==> config.mk <==
export PLATFORM = sky130hd
export DESIGN_NAME = updn_counter
export DESIGN_NICKNAME = d
export VERILOG_FILES = /design/src/rtl/updn_counter_pkg.sv /design/src/rtl/updn_counter_ctrl.sv /design/src/rtl/updn_counter_dp.sv /design/src/rtl/updn_counter.sv
export SDC_FILE = /design/constraint.sdc
export NUM_CORES = 1
export LEC_CHECK = 0
export BUFFER_PORTS_ARGS = -buffer_cell sky130_fd_sc_hd__buf_2
export CAP_MARGIN = 40
export CORE_AREA = 2 2 39 41
export DETAILED_ROUTE_END_ITERATION = 8
export DIE_AREA = 0 0 41 43
export PLACE_DENSITY = 0.52
export SLEW_MARGIN = 20
export SYNTH_ARGS = -nofsm -noshare
export SYNTH_HDL_FRONTEND = slang
export SYNTH_SLANG_ARGS = --single-unit
==> constraint.sdc <==
create_clock -name clk -period 1.5 [get_ports clk]
set_input_delay 0.375 -clock clk [delete_from_list [all_inputs] [get_ports clk]]
set_output_delay 0.375 -clock clk [all_outputs]
set_load 0.02 [all_outputs]
==> src/rtl/updn_counter_pkg.sv <==
package updn_counter_pkg;
  typedef enum logic [1:0] {
    DIR_PORT = 2'd0,
    DIR_UP   = 2'd1,
    DIR_DOWN = 2'd2
  } dirMode_e;

  typedef struct packed {
    logic doClear;
    logic doSet;
    logic doLoad;
    logic doStep;
    logic stepUp;
  } ctrStrobe_t;
endpackage

==> src/rtl/updn_counter_ctrl.sv <==
module updn_counter_ctrl
  import updn_counter_pkg::*;
#(
  parameter dirMode_e DIR_MODE = DIR_PORT
) (
  input  logic       clk,
  input  logic       rstN,
  input  logic       clkEn,
  input  logic       sClr,
  input  logic       sSet,
  input  logic       sLoad,
  input  logic       cntEn,
  input  logic       dirUp,
  output ctrStrobe_t strobe
);
  logic stepDir;

  generate
    if (DIR_MODE == DIR_PORT) begin : g_dirPort
      assign stepDir = dirUp;
    end else if (DIR_MODE == DIR_UP) begin : g_dirUp
      assign stepDir = 1'b1;
    end else begin : g_dirDown
      assign stepDir = 1'b0;
    end
  endgenerate

  always_comb begin
    strobe = '0;
    strobe.stepUp = stepDir;
    if (clkEn) begin
      if (sClr)        strobe.doClear = 1'b1;
      else if (sSet)   strobe.doSet   = 1'b1;
      else if (sLoad)  strobe.doLoad  = 1'b1;
      else if (cntEn)  strobe.doStep  = 1'b1;
    end
  end

  // a disabled clock issues no strobe at all
  assert_gate_all_R2: assert property (@(posedge clk) disable iff (!rstN)
    !clkEn |-> !(strobe.doClear || strobe.doSet || strobe.doLoad || strobe.doStep));

  // clear dominates every other request
  assert_clear_wins_R3: assert property (@(posedge clk) disable iff (!rstN)
    (clkEn && sClr) |-> (strobe.doClear && !strobe.doSet && !strobe.doLoad && !strobe.doStep));

  // load is not blocked by a low count enable
  assert_load_ignores_cnten_R5: assert property (@(posedge clk) disable iff (!rstN)
    (clkEn && !sClr && !sSet && sLoad && !cntEn) |-> strobe.doLoad);

  assert_onehot_strobes_R4: assert property (@(posedge clk) disable iff (!rstN)
    $onehot0({strobe.doClear, strobe.doSet, strobe.doLoad, strobe.doStep}));
endmodule

==> src/rtl/updn_counter_dp.sv <==
module updn_counter_dp
  import updn_counter_pkg::*;
#(
  parameter int unsigned       WIDTH     = 4,
  parameter logic [WIDTH-1:0]  SET_VALUE = '1,
  parameter int unsigned       MODULUS   = 0
) (
  input  logic             clk,
  input  logic             rstN,
  input  ctrStrobe_t       strobe,
  input  logic [WIDTH-1:0] loadData,
  output logic [WIDTH-1:0] count
);
  localparam logic [WIDTH-1:0] LAST_VAL =
    (MODULUS == 0) ? {WIDTH{1'b1}} : WIDTH'(MODULUS - 1);

  logic [WIDTH-1:0] cntQ, cntD, upVal, downVal;

  generate
    if (MODULUS == 0) begin : g_natural
      assign upVal = cntQ + 1'b1;
    end else begin : g_modulo
      assign upVal = (cntQ >= LAST_VAL) ? '0 : cntQ + 1'b1;
    end
  endgenerate

  assign downVal = (cntQ == '0) ? LAST_VAL : cntQ - 1'b1;

  always_comb begin
    cntD = cntQ;
    if (strobe.doClear)      cntD = '0;
    else if (strobe.doSet)   cntD = SET_VALUE;
    else if (strobe.doLoad)  cntD = loadData;
    else if (strobe.doStep)  cntD = strobe.stepUp ? upVal : downVal;
  end

  always_ff @(posedge clk) begin
    if (!rstN) cntQ <= '0;
    else       cntQ <= cntD;
  end

  assign count = cntQ;

  assert_clear_zero_R3: assert property (@(posedge clk) disable iff (!rstN)
    strobe.doClear |=> (count == '0));

  assert_set_value_R4: assert property (@(posedge clk) disable iff (!rstN)
    strobe.doSet |=> (count == SET_VALUE));

  assert_load_value_R5: assert property (@(posedge clk) disable iff (!rstN)
    strobe.doLoad |=> (count == $past(loadData)));

  assert_idle_hold_R6: assert property (@(posedge clk) disable iff (!rstN)
    !(strobe.doClear || strobe.doSet || strobe.doLoad || strobe.doStep) |=> $stable(count));

  assert_down_wrap_R9: assert property (@(posedge clk) disable iff (!rstN)
    (strobe.doStep && !strobe.stepUp && count == '0) |=> (count == LAST_VAL));

  generate
    if (MODULUS != 0) begin : g_wrapChk
      assert_up_wrap_R11: assert property (@(posedge clk) disable iff (!rstN)
        (strobe.doStep && strobe.stepUp && count >= LAST_VAL) |=> (count == '0));
    end else begin : g_natChk
      assert_up_wrap_R10: assert property (@(posedge clk) disable iff (!rstN)
        (strobe.doStep && strobe.stepUp && count == LAST_VAL) |=> (count == '0));
    end
  endgenerate
endmodule

==> src/rtl/updn_counter.sv <==
module updn_counter
  import updn_counter_pkg::*;
#(
  parameter int unsigned      WIDTH     = 4,
  parameter logic [WIDTH-1:0] SET_VALUE = '1,
  parameter int unsigned      MODULUS   = 0,
  parameter dirMode_e         DIR_MODE  = DIR_PORT
) (
  input  logic             clk,
  input  logic             rstN,
  input  logic             clkEn,
  input  logic             sClr,
  input  logic             sSet,
  input  logic             sLoad,
  input  logic             cntEn,
  input  logic             dirUp,
  input  logic [WIDTH-1:0] loadData,
  output logic [WIDTH-1:0] count
);
  ctrStrobe_t strobe;

  updn_counter_ctrl #(.DIR_MODE(DIR_MODE)) ctrl_i (
    .clk(clk), .rstN(rstN), .clkEn(clkEn), .sClr(sClr), .sSet(sSet),
    .sLoad(sLoad), .cntEn(cntEn), .dirUp(dirUp), .strobe(strobe)
  );

  updn_counter_dp #(.WIDTH(WIDTH), .SET_VALUE(SET_VALUE), .MODULUS(MODULUS)) dp_i (
    .clk(clk), .rstN(rstN), .strobe(strobe), .loadData(loadData), .count(count)
  );
endmodule

Word-level counts from Yosys, hierarchy flattened. Index checks and enable logic that the tools add are counted.

Register bits: 4. Input port bits: 12. Output and inout bits: 4. Logic and storage cells: 20.

Add/subtract/negate cells: 2. Mux-type cells: 13. Bitwise operators: 1. Reduce and logical (&&, ||, !) cells: 3.

Operator list (count): $mux W4 (6); $mux W1 (5); $add A4 B1 Y4 const B (1); $logic_not A4 Y1 (1); $sub A4 B1 Y4 const B (1); $mux W3 (1); $reduce_bool A3 Y1 (1); $mux W2 (1); $reduce_or A2 Y1 (1); $not A1 Y1 (1).

Logic depth before layout (Yosys ltp). Gate-level depths: netlist (run 1).

Word-level depth: 8. Gate-level depth with buffers: 6. Gate-level depth less buffers: 6.

By module. A second synthesis (run 1) with hierarchy kept.

Cells, all modules: 49. Area, all modules: 399.1 um^2.

Modules (own cells, without submodules): updn_counter_dp (times used 1, cells an instance 42, area each 331.6 um^2, sequential area each 80.1 um^2); updn_counter_ctrl (times used 1, cells an instance 7, area each 67.6 um^2, sequential area each 0.0 um^2).

Worst setup path before layout (run 1). Ideal clock, no wire load.

Kind: reg-to-reg. From: register dp_i.cntQ[0], in the netlist dp_i.count[0]. To: register dp_i.cntQ[0], in the netlist dp_i.count[0]. Setup time: 0.066 ns. Arrival: 1.391 ns. Required time: 1.434 ns. Setup slack: 0.043 ns. Cell stages (with the launch flop): 7. Path buffers: 0. Clock period less this slack: 1.457 ns. Path through: dfxtp_1 > inv_1 > ha_1 > or4b_1 > nand3_1 > o21ai_2 > a21oi_2.

Word-level cells in the longest chain between the ends: 6. Elaborated cells on any way between the ends: 8. Those cells by class: add/sub (2); mux (5); reduce/logical (1).

Ends and longest elaborated chain: start: declaration (line updn_counter_dp.sv:17) `logic [WIDTH-1:0] cntQ, cntD, upVal, downVal;`; start signal: assignment (line updn_counter_dp.sv:39) `else cntQ <= cntD;`; $sub A4 B1 Y4 / $logic_not A4 Y1 (equally long branches) (line updn_counter_dp.sv:27) `assign downVal = (cntQ == '0) ? LAST_VAL : cntQ - 1'b1;`; $mux W4 (line updn_counter_dp.sv:27); $mux W4 (*) (2 in series) (line updn_counter_dp.sv:34) `else if (strobe.doStep) cntD = strobe.stepUp ? upVal : downVal;`; $mux W4 (*) (line updn_counter_dp.sv:33) `else if (strobe.doLoad) cntD = loadData;`; $mux W4 (*) (line updn_counter_dp.sv:32) `else if (strobe.doSet) cntD = SET_VALUE;`.

Mark *: on every way between the ends. The rest lies on a longest branch, timed or not. The select of a mux whose other input is x is not followed. A chain may end at the register's enable or synchronous reset.

Worst setup path after layout (run 1). Same ends and word-level chain as after synthesis.

==> impl_metrics.toml, run 1 <==
[cts]
clk_pin_slew_worst_paths_ns = 0.04
clock_latency_ns = 0.23
cts_setup_buffers = 0
cts_max_level = 1
ctsResizeCount = 0
root_buffer = "clkbuf_4"
clk_path_buf_depth = 2
cts_made_buffers = 3
cts.sinks = 4
hold_buffers = 0
cts_tree = "built"

[global_route]
overflow = 0
antenna_found_initial = 0
grt_pass1_vias = 361
grt_max_degree = 8
grt_pass1_wl_mm = 1.44
track_usage = 0.121

[power_and_ir_drop]
power.total_uw = 381
cellPowerDensity_nw_per_um2 = 740
p_leak_nw = 0.240
ir_drop_v = 0.000246

[layout]
final_cell_mix = "buf_2 (15), o21ai_0 (4), a21oi_1 (4), dfxtp_1 (4), buf_4 (4)"
layout_commonest_cell = "buf_2"
layout-drive-gt1-share = 0.382
nets = 84
regArea_um2 = 80.1
area_growth_pct = 36.0
antenna_cells = 0
largest_register_ffs = 4
fillers = 152
multi_input_area_um2 = 277

[setup_path]
path_class = "register to register"
critPathMaxStageDelay_ns = 0.45
worstPathMaxFanout = 4
start_kind = "register"
cp_slowest_cell = "or4b_1"
r2r_cells = 6
arrival_ns = 1.56
cp.required_ns = 1.67
end_kind = "register"
path_cells = "inv_1 > ha_1 > or4b_1 > nand3_1 > o21ai_2 > a21oi_2"

[sta]
fmax_ghz = 0.718
setup_viol_count_final = 0
hold_viol_final = 0
finalCriticalPeriod_ns = 1.39
tightest_slew_ns = 0.321
finClkSkew_ns = 0.00106
report.final.slew_viol_count = 0
fin_crit_sh = 0.929
tns_ns = 0
rsz0062_at_grt = "no"
relSlewSlack = 0.783

[synth]
netlist_instances = 47
syn_avg_cell_area_um2 = 8.07
synth_top_cell_by_area = "dfxtp_1"
yosysTopAreaCellShare = 0.211
syn_area_um2 = 379
ys_ff_latch = 4
ys_warn_count = 0
ys_seq_area_frac = 0.211
synth_cell_type_count = 28
synth.area.top_cells = "dfxtp_1 (21%), ha_1 (6.6%), a21oi_1 (5.3%)"
synth_nets = 61

[placement]
portBuffers = 15
gp_congestion = 0.749

[hold_path]
whs_path_depth = 3
hold_path.class = "input port to register"

[detailed_routing]
via_per_inst = 5.01
drc_errors = 0
vias = 421
drt_iter0_markers = 18
post_drt_wl_per_cell_um = 10.8
ant_nets = 0
routed_wl_um = 909
dr.pass1.iters = 4

[floorplanning]
die_w_um = 41
ios = 16
core_um2 = 1380
die_h_um = 43
rows = 14
die_area_um2 = 1760
initial_core_util = 0.274

[outcome]
status = "completed"

[job]
cap_violations = 0
## area by class of cell
cell class | instances | area share
Tap cell | 16 | 0.0388
Multi-Input combinational cell | 39 | 0.536
Clock buffer | 3 | 0.0437
Sequential cell | 4 | 0.155
Timing Repair Buffer | 19 | 0.204
Inverter | 3 | 0.0218
## worst max-delay path, delay by kind of cell (launching register included)
kind | cells | cell delay, ns
and+or+nand+nor | 2 | 0.57
adders and majority gates | 1 | 0.20
AOI/OAI and AO/OA | 2 | 0.19
buffers and inverters | 1 | 0.07
DFF | 1 | 0.30
## cells in the mapped netlist, drive strengths merged
library cell  n
a211oi        1
a21boi        2
a21oi         5
and4          1
buf           1
dfxtp         4
ha            2
inv           3
mux2i         2
nand2         3
nand2b        1
nand3         3
nand4bb       1
nor2          3
nor2b         1
nor3          2
nor4b         1
o21ai         5
o2bb2ai       1
o311ai        1
o31ai         1
or4b          1
xnor2         1
xor2          1
## through the flow
step / std cells / utilization / worst slack [ns] / cell area (um^2) / hold slack [ns]
CTS: 84 / 0.373 / 0.107 / 515 / 0.441
floorplan: 47 / - / 0.0427 / 379 / 0.543
finish: 84 / 0.373 / 0.107 / 515 / 0.445
detailed placement: 81 / 0.356 / 0.125 / 493 / 0.683
global route: 84 / 0.373 / 0.0454 / 515 / 0.457
global placement: 81 / 0.356 / 0.130 / 493 / 0.679
## metal layers
layer  vias to the layer above  share of wire  GRT usage
met5                         -              0          0
met4                         0              0     0.0400
met3                         0          0.043     0.0314
met2                        14           0.48      0.191
met1                       188           0.48      0.152
li1                        219              -          -
## worst paths after layout
check | start | endpoint | slack, ns
max | dp_i.count[0] | dp_i.count[0] | 0.11
min | loadData[0] | dp_i.count[0] | 0.45
max reg2reg | dp_i.count[0] | dp_i.count[0] | 0.11
min reg2reg | dp_i.count[1] | dp_i.count[1] | 0.70
## logic make-up after synthesis
logic type / after synthesis / share of synthesized area
AND/OR/NAND/NOR: 17 / 0.287
buffers and inverters: 4 / 0.0594
AO/OA/AOI/OAI: 16 / 0.277
XOR/XNOR: 2 / 0.0462
flip-flops: 4 / 0.211
adder cells (fa/ha/maj): 2 / 0.0660
multiplexers: 2 / 0.0528
## where the power goes
group / total (mW) / switching [mW] / leakage [nW] / internal [mW]
sequential: 0.124 / 0.00847 / 0.0330 / 0.116
combinational: 0.128 / 0.0694 / 0.193 / 0.0587
clock: 0.129 / 0.0399 / 0.0138 / 0.0892
No activity file was read; power rests on OpenSTA's default activity.
==> inputs of run 2 (changes only) <==
--- a/config.mk
+++ b/config.mk
@@ -10,6 +10,7 @@
 export CORE_AREA = 2 2 39 41
 export DETAILED_ROUTE_END_ITERATION = 8
 export DIE_AREA = 0 0 41 43
+export GPL_TIMING_DRIVEN = 0
 export PLACE_DENSITY = 0.52
 export SLEW_MARGIN = 20
 export SYNTH_ARGS = -nofsm -noshare
==> run 2 against run 1 <==
Effect of this change:
- flip-flop and latch count is the same
- via count shrank 8.1%
- clock power grew 6%
- first-iteration DRC count shrank 61%
- sequential share of layout area grew 0.76 points
- power grew 0.90%
- critical path type unchanged
==> impl_metrics.toml, run 2 (synthesized netlist as in run 1, its figures left out) <==
[outcome]
status = "completed"

[setup_path]
arrival_ns = 1.58
cp-startpoint = "dp_i.count[0]"
worstPathMaxFanout = 8
start_kind = "register"
cp.required_ns = 1.67
rrSetupSlack_ns = 0.09
crit-reg2reg-launch = "dp_i.count[0]"
end_kind = "register"
path_class = "register to register"
r2r_cells = 6
r2r_end = "dp_i.count[0]"

[sta]
finClkSkew_ns = 0.000701
rsz0062_at_grt = "no"
setup_viol_count_final = 0
whs_ns = 0.427
fmax_ghz = 0.709
hold_viol_final = 0
report.final.slew_viol_count = 0
tightest_slew_ns = 0.316
finalCriticalPeriod_ns = 1.41
fin_crit_sh = 0.941
relSlewSlack = 0.787

[detailed_routing]
ant_nets = 0
vias = 387
via_per_inst = 4.84
drt_iter0_markers = 7
routed_wl_um = 837
dr.pass1.iters = 4
post_drt_wl_per_cell_um = 10.5
drc_errors = 0

[placement]
place_hpwl_um = 652
gp_congestion = 0.744
portBuffers = 14

[layout]
fillers = 153
area_growth_pct = 33.7
finish.utilization = 0.366
layout_commonest_cell = "buf_2"
layout-drive-gt1-share = 0.406
final_cell_mix = "buf_2 (14), o21ai_0 (4), a21oi_1 (4)"
antenna_cells = 0
nets = 80
largest_register_ffs = 4

[cts]
root_buffer = "clkbuf_4"
cts_max_level = 1
cts.sinks = 4
clock_latency_ns = 0.24
hold_buffers = 0
cts_tree = "built"
cts_made_buffers = 3
clk_pin_slew_worst_paths_ns = 0.04
clk_path_buf_depth = 2

[hold_path]
min_from = "loadData[0]"
hold_path.class = "input port to register"
hold_end = "dp_i.count[0]"
whs_path_depth = 3

[job]
cap_violations = 0

[floorplanning]
initial_core_util = 0.274
rows = 14
die_h_um = 43
die_w_um = 41
ios = 16
core_um2 = 1380
die_area_um2 = 1760

[power_and_ir_drop]
ir_drop_v = 0.000266
cellPowerDensity_nw_per_um2 = 759
power.total_uw = 385
p_leak_nw = 0.223

[global_route]
grt_pass1_wl_mm = 1.33
grt_max_degree = 9
grt_pass1_vias = 335
antenna_found_initial = 0
overflow = 0
track_usage = 0.111
==> run 2: cell types whose count changed in the layout (fill, tap and decap cells not counted) <==
cell,previous run,this run
dfxtp_1,4,2
ha_4,0,1
inv_2,0,1
dfxtp_2,0,2
buf_4,4,0
buf_2,15,14
buf_6,0,1
ha_1,2,1
inv_1,3,2
==> run 2: per-layer routing <==
layer / vias up / part of all wire / track usage
li1: 212 / - / -
met1: 158 / 0.51 / 0.154
met2: 15 / 0.41 / 0.150
met3: 2 / 0.069 / 0.0157
met4: 0 / 0.016 / 0.0800
met5: - / 0 / 0
==> run 2: critical path, stage by stage, from the launching register on <==
cell     delay, ns
dfxtp_2       0.35
inv_2         0.09
ha_4          0.15
or4b_1        0.45
nand3_1       0.12
o21ai_2       0.07
a21oi_2       0.12
==> run 2: worst max path at each step <==
stage,cells past startpoint,end,slack (ns)
final,6,dp_i.count[0],0.09
after global routing,6,dp_i.count[0],0.02
after CTS,6,dp_i.count[0],0.03
after detailed placement,6,dp_i.count[0],-0.01
after global placement,6,dp_i.count[0],-0.02
after floorplan,6,dp_i.count[0],0.04
==> run 2: what timing repair did <==
action	CTS	global route
endpoints found under the setup margin	1	1
buffers inserted	0	0
gates resized for setup	2	3
==> run 2: cell type report <==
cell class / instances / area, um^2 / share of cell area
Clock buffer: 3 / 22.5 / 0.0444
Buffer: 1 / 11.3 / 0.0222
Tap cell: 16 / 20.0 / 0.0395
Timing Repair Buffer: 14 / 70.1 / 0.138
Sequential cell: 4 / 82.6 / 0.163
Multi-Input combinational cell: 39 / 289 / 0.570
Inverter: 3 / 11.3 / 0.0222
==> run 2: through the flow <==
stage / std cells / worst slack, ns / setup TNS, ns / cell area, um^2
4_1_cts: 80 / 0.0288 / 0 / 495
3_5_place_dp: 77 / -0.0117 / -0.0117 / 469
5_1_grt: 80 / 0.0181 / 0 / 507
2_1_floorplan: 47 / 0.0427 / 0 / 379
3_3_place_gp: 77 / -0.0153 / -0.0153 / 469
6_report: 80 / 0.0888 / 0 / 507
==> run 2: power by group <==
part | internal, mW | leakage (nW) | switching, mW
clock network | 0.0897 | 0.0138 | 0.0471
registers | 0.116 | 0.0338 | 0.0142
logic | 0.0569 | 0.176 | 0.0606
total | 0.263 | 0.223 | 0.122
==> inputs of run 3 (changes only) <==
--- a/config.mk
+++ b/config.mk
@@ -8,11 +8,13 @@
 export BUFFER_PORTS_ARGS = -buffer_cell sky130_fd_sc_hd__buf_2
 export CAP_MARGIN = 40
 export CORE_AREA = 2 2 39 41
+export CTS_BUF_LIST = sky130_fd_sc_hd__clkbuf_2
 export DETAILED_ROUTE_END_ITERATION = 8
 export DIE_AREA = 0 0 41 43
 export GPL_TIMING_DRIVEN = 0
 export PLACE_DENSITY = 0.52
-export SLEW_MARGIN = 20
+export SLEW_MARGIN = 5
 export SYNTH_ARGS = -nofsm -noshare
 export SYNTH_HDL_FRONTEND = slang
 export SYNTH_SLANG_ARGS = --single-unit
+export TNS_END_PERCENT = 100
==> run 3 against run 2 <==
Effect of this change:
- core utilization fell by 0.54 points
- worst setup slack lost 0.0017 ns
- largest cell class unchanged
- sequential share of layout area increased by 0.25 points
- flip-flop and latch count unchanged
- sequential power barely moved
==> impl_metrics.toml, run 3 (synthesized netlist as in run 1, its figures left out) <==
[placement]
place_area_um2 = 469
dp.cells = 77
portBuffers = 14
place_hpwl_um = 652
gp_congestion = 0.744

[sta]
rsz0062_at_grt = "no"
finClkSkew_ns = 0.00118
tightest_slew_ns = 0.316
relSlewSlack = 0.787
report.final.slew_viol_count = 0
fin_crit_sh = 0.942
hold_viol_final = 0
finalCriticalPeriod_ns = 1.41
tns_ns = 0
fmax_ghz = 0.708
setup_viol_count_final = 0

[hold_path]
min_from = "loadData[0]"
whs_path_depth = 3
hold_path.class = "input port to register"

[power_and_ir_drop]
p_leak_nw = 0.222
ir_drop_v = 0.000230
power.total_uw = 349
cellPowerDensity_nw_per_um2 = 699

[floorplanning]
die_h_um = 43
die_area_um2 = 1760
ios = 16
core_um2 = 1380
rows = 14
die_w_um = 41
initial_core_util = 0.274

[layout]
antenna_cells = 0
layout-drive-gt1-share = 0.406
final_cell_mix = "buf_2 (14), o21ai_0 (4), a21oi_1 (4)"
area_growth_pct = 31.7
largest_register_ffs = 4
finish.utilization = 0.361
layout_commonest_cell = "buf_2"
nets = 80
final_area_um2 = 499
final_cells = 80

[outcome]
status = "completed"

[setup_path]
end_kind = "register"
crit-reg2reg-launch = "dp_i.count[0]"
critPathMaxStageDelay_ns = 0.45
worstPathMaxFanout = 8
path_cells = "inv_2 > ha_4 > or4b_1 > nand3_1 > o21ai_2 > a21oi_2"
r2r_cells = 6
cp-startpoint = "dp_i.count[0]"
cp.required_ns = 1.64
start_kind = "register"
arrival_ns = 1.56
path_class = "register to register"
cp_slowest_cell = "or4b_1"

[cts]
clk_path_buf_depth = 2
cts_setup_buffers = 0
cts_made_buffers = 3
root_buffer = "clkbuf_2"
cts_tree = "built"
cts.sinks = 4
clk_pin_slew_worst_paths_ns = 0.04
clock_latency_ns = 0.21
cts_max_level = 1

[detailed_routing]
routed_wl_um = 837
ant_nets = 0
drt_iter0_markers = 10
drc_errors = 0
via_per_inst = 4.84
vias = 387
dr.pass1.iters = 4
post_drt_wl_per_cell_um = 10.5

[global_route]
overflow = 0
grt_max_degree = 9
grt_pass1_vias = 335
grt_pass1_wl_mm = 1.33
antenna_found_initial = 0
track_usage = 0.111

[job]
cap_violations = 0
==> run 3: cell count changes in the layout (fill, tap and decap cells not counted) <==
cell and delta:
clkbuf_2 +3, clkbuf_4 -3
==> run 3: per-layer routing <==
metal | part of all wire | vias up | track usage
met2 | 0.41 | 15 | 0.150
met5 | 0 | - | 0
met4 | 0.016 | 0 | 0.0800
li1 | - | 212 | -
met3 | 0.069 | 2 | 0.0157
met1 | 0.50 | 158 | 0.154
==> run 3: worst max-delay path, delay by kind of cell (launching register included) <==
family | cells | cell delay [ns]
and+or+nand+nor | 2 | 0.57
DFF | 1 | 0.35
buffers and inverters | 1 | 0.09
AOI/OAI and AO/OA | 2 | 0.19
adders and majority gates | 1 | 0.15
==> run 3: worst paths after layout <==
kind	to	slack, ns
setup / recovery	dp_i.count[0]	0.09
setup reg to reg	dp_i.count[0]	0.09
hold / removal	dp_i.count[0]	0.45
hold reg to reg	dp_i.count[1]	0.59
==> run 3: through the flow <==
| stage | hold slack, ns | worst slack (ns) |
|---|---|---|
| 2_1_floorplan | 0.543 | 0.0427 |
| 3_3_place_gp | 0.637 | -0.0153 |
| 3_5_place_dp | 0.638 | -0.0117 |
| 4_1_cts | 0.453 | 0.0271 |
| 5_1_grt | 0.460 | 0.0149 |
| 6_report | 0.452 | 0.0871 |
==> run 3: what timing repair did <==
action / CTS / global route
gates resized for setup: 2 / 3
gates cloned: 0 / 0
endpoints found under the hold margin: 0 / 0
hold buffers: 0 / 0
pin swaps: 0 / 0
endpoints found under the setup margin: 1 / 1
==> run 3: power breakdown <==
part / switching, mW / internal, mW
logic: 0.0606 / 0.0569
registers: 0.0142 / 0.116
clock network: 0.0473 / 0.0538
total: 0.122 / 0.227
==> run 3: area by class of cell <==
type | instances | area, um^2
Buffer | 1 | 11.3
Clock buffer | 3 | 15.0
Fill cell | 156 | 885
Inverter | 3 | 11.3
Multi-Input combinational cell | 39 | 289
Sequential cell | 4 | 82.6
Tap cell | 16 | 20.0
Timing Repair Buffer | 14 | 70.1
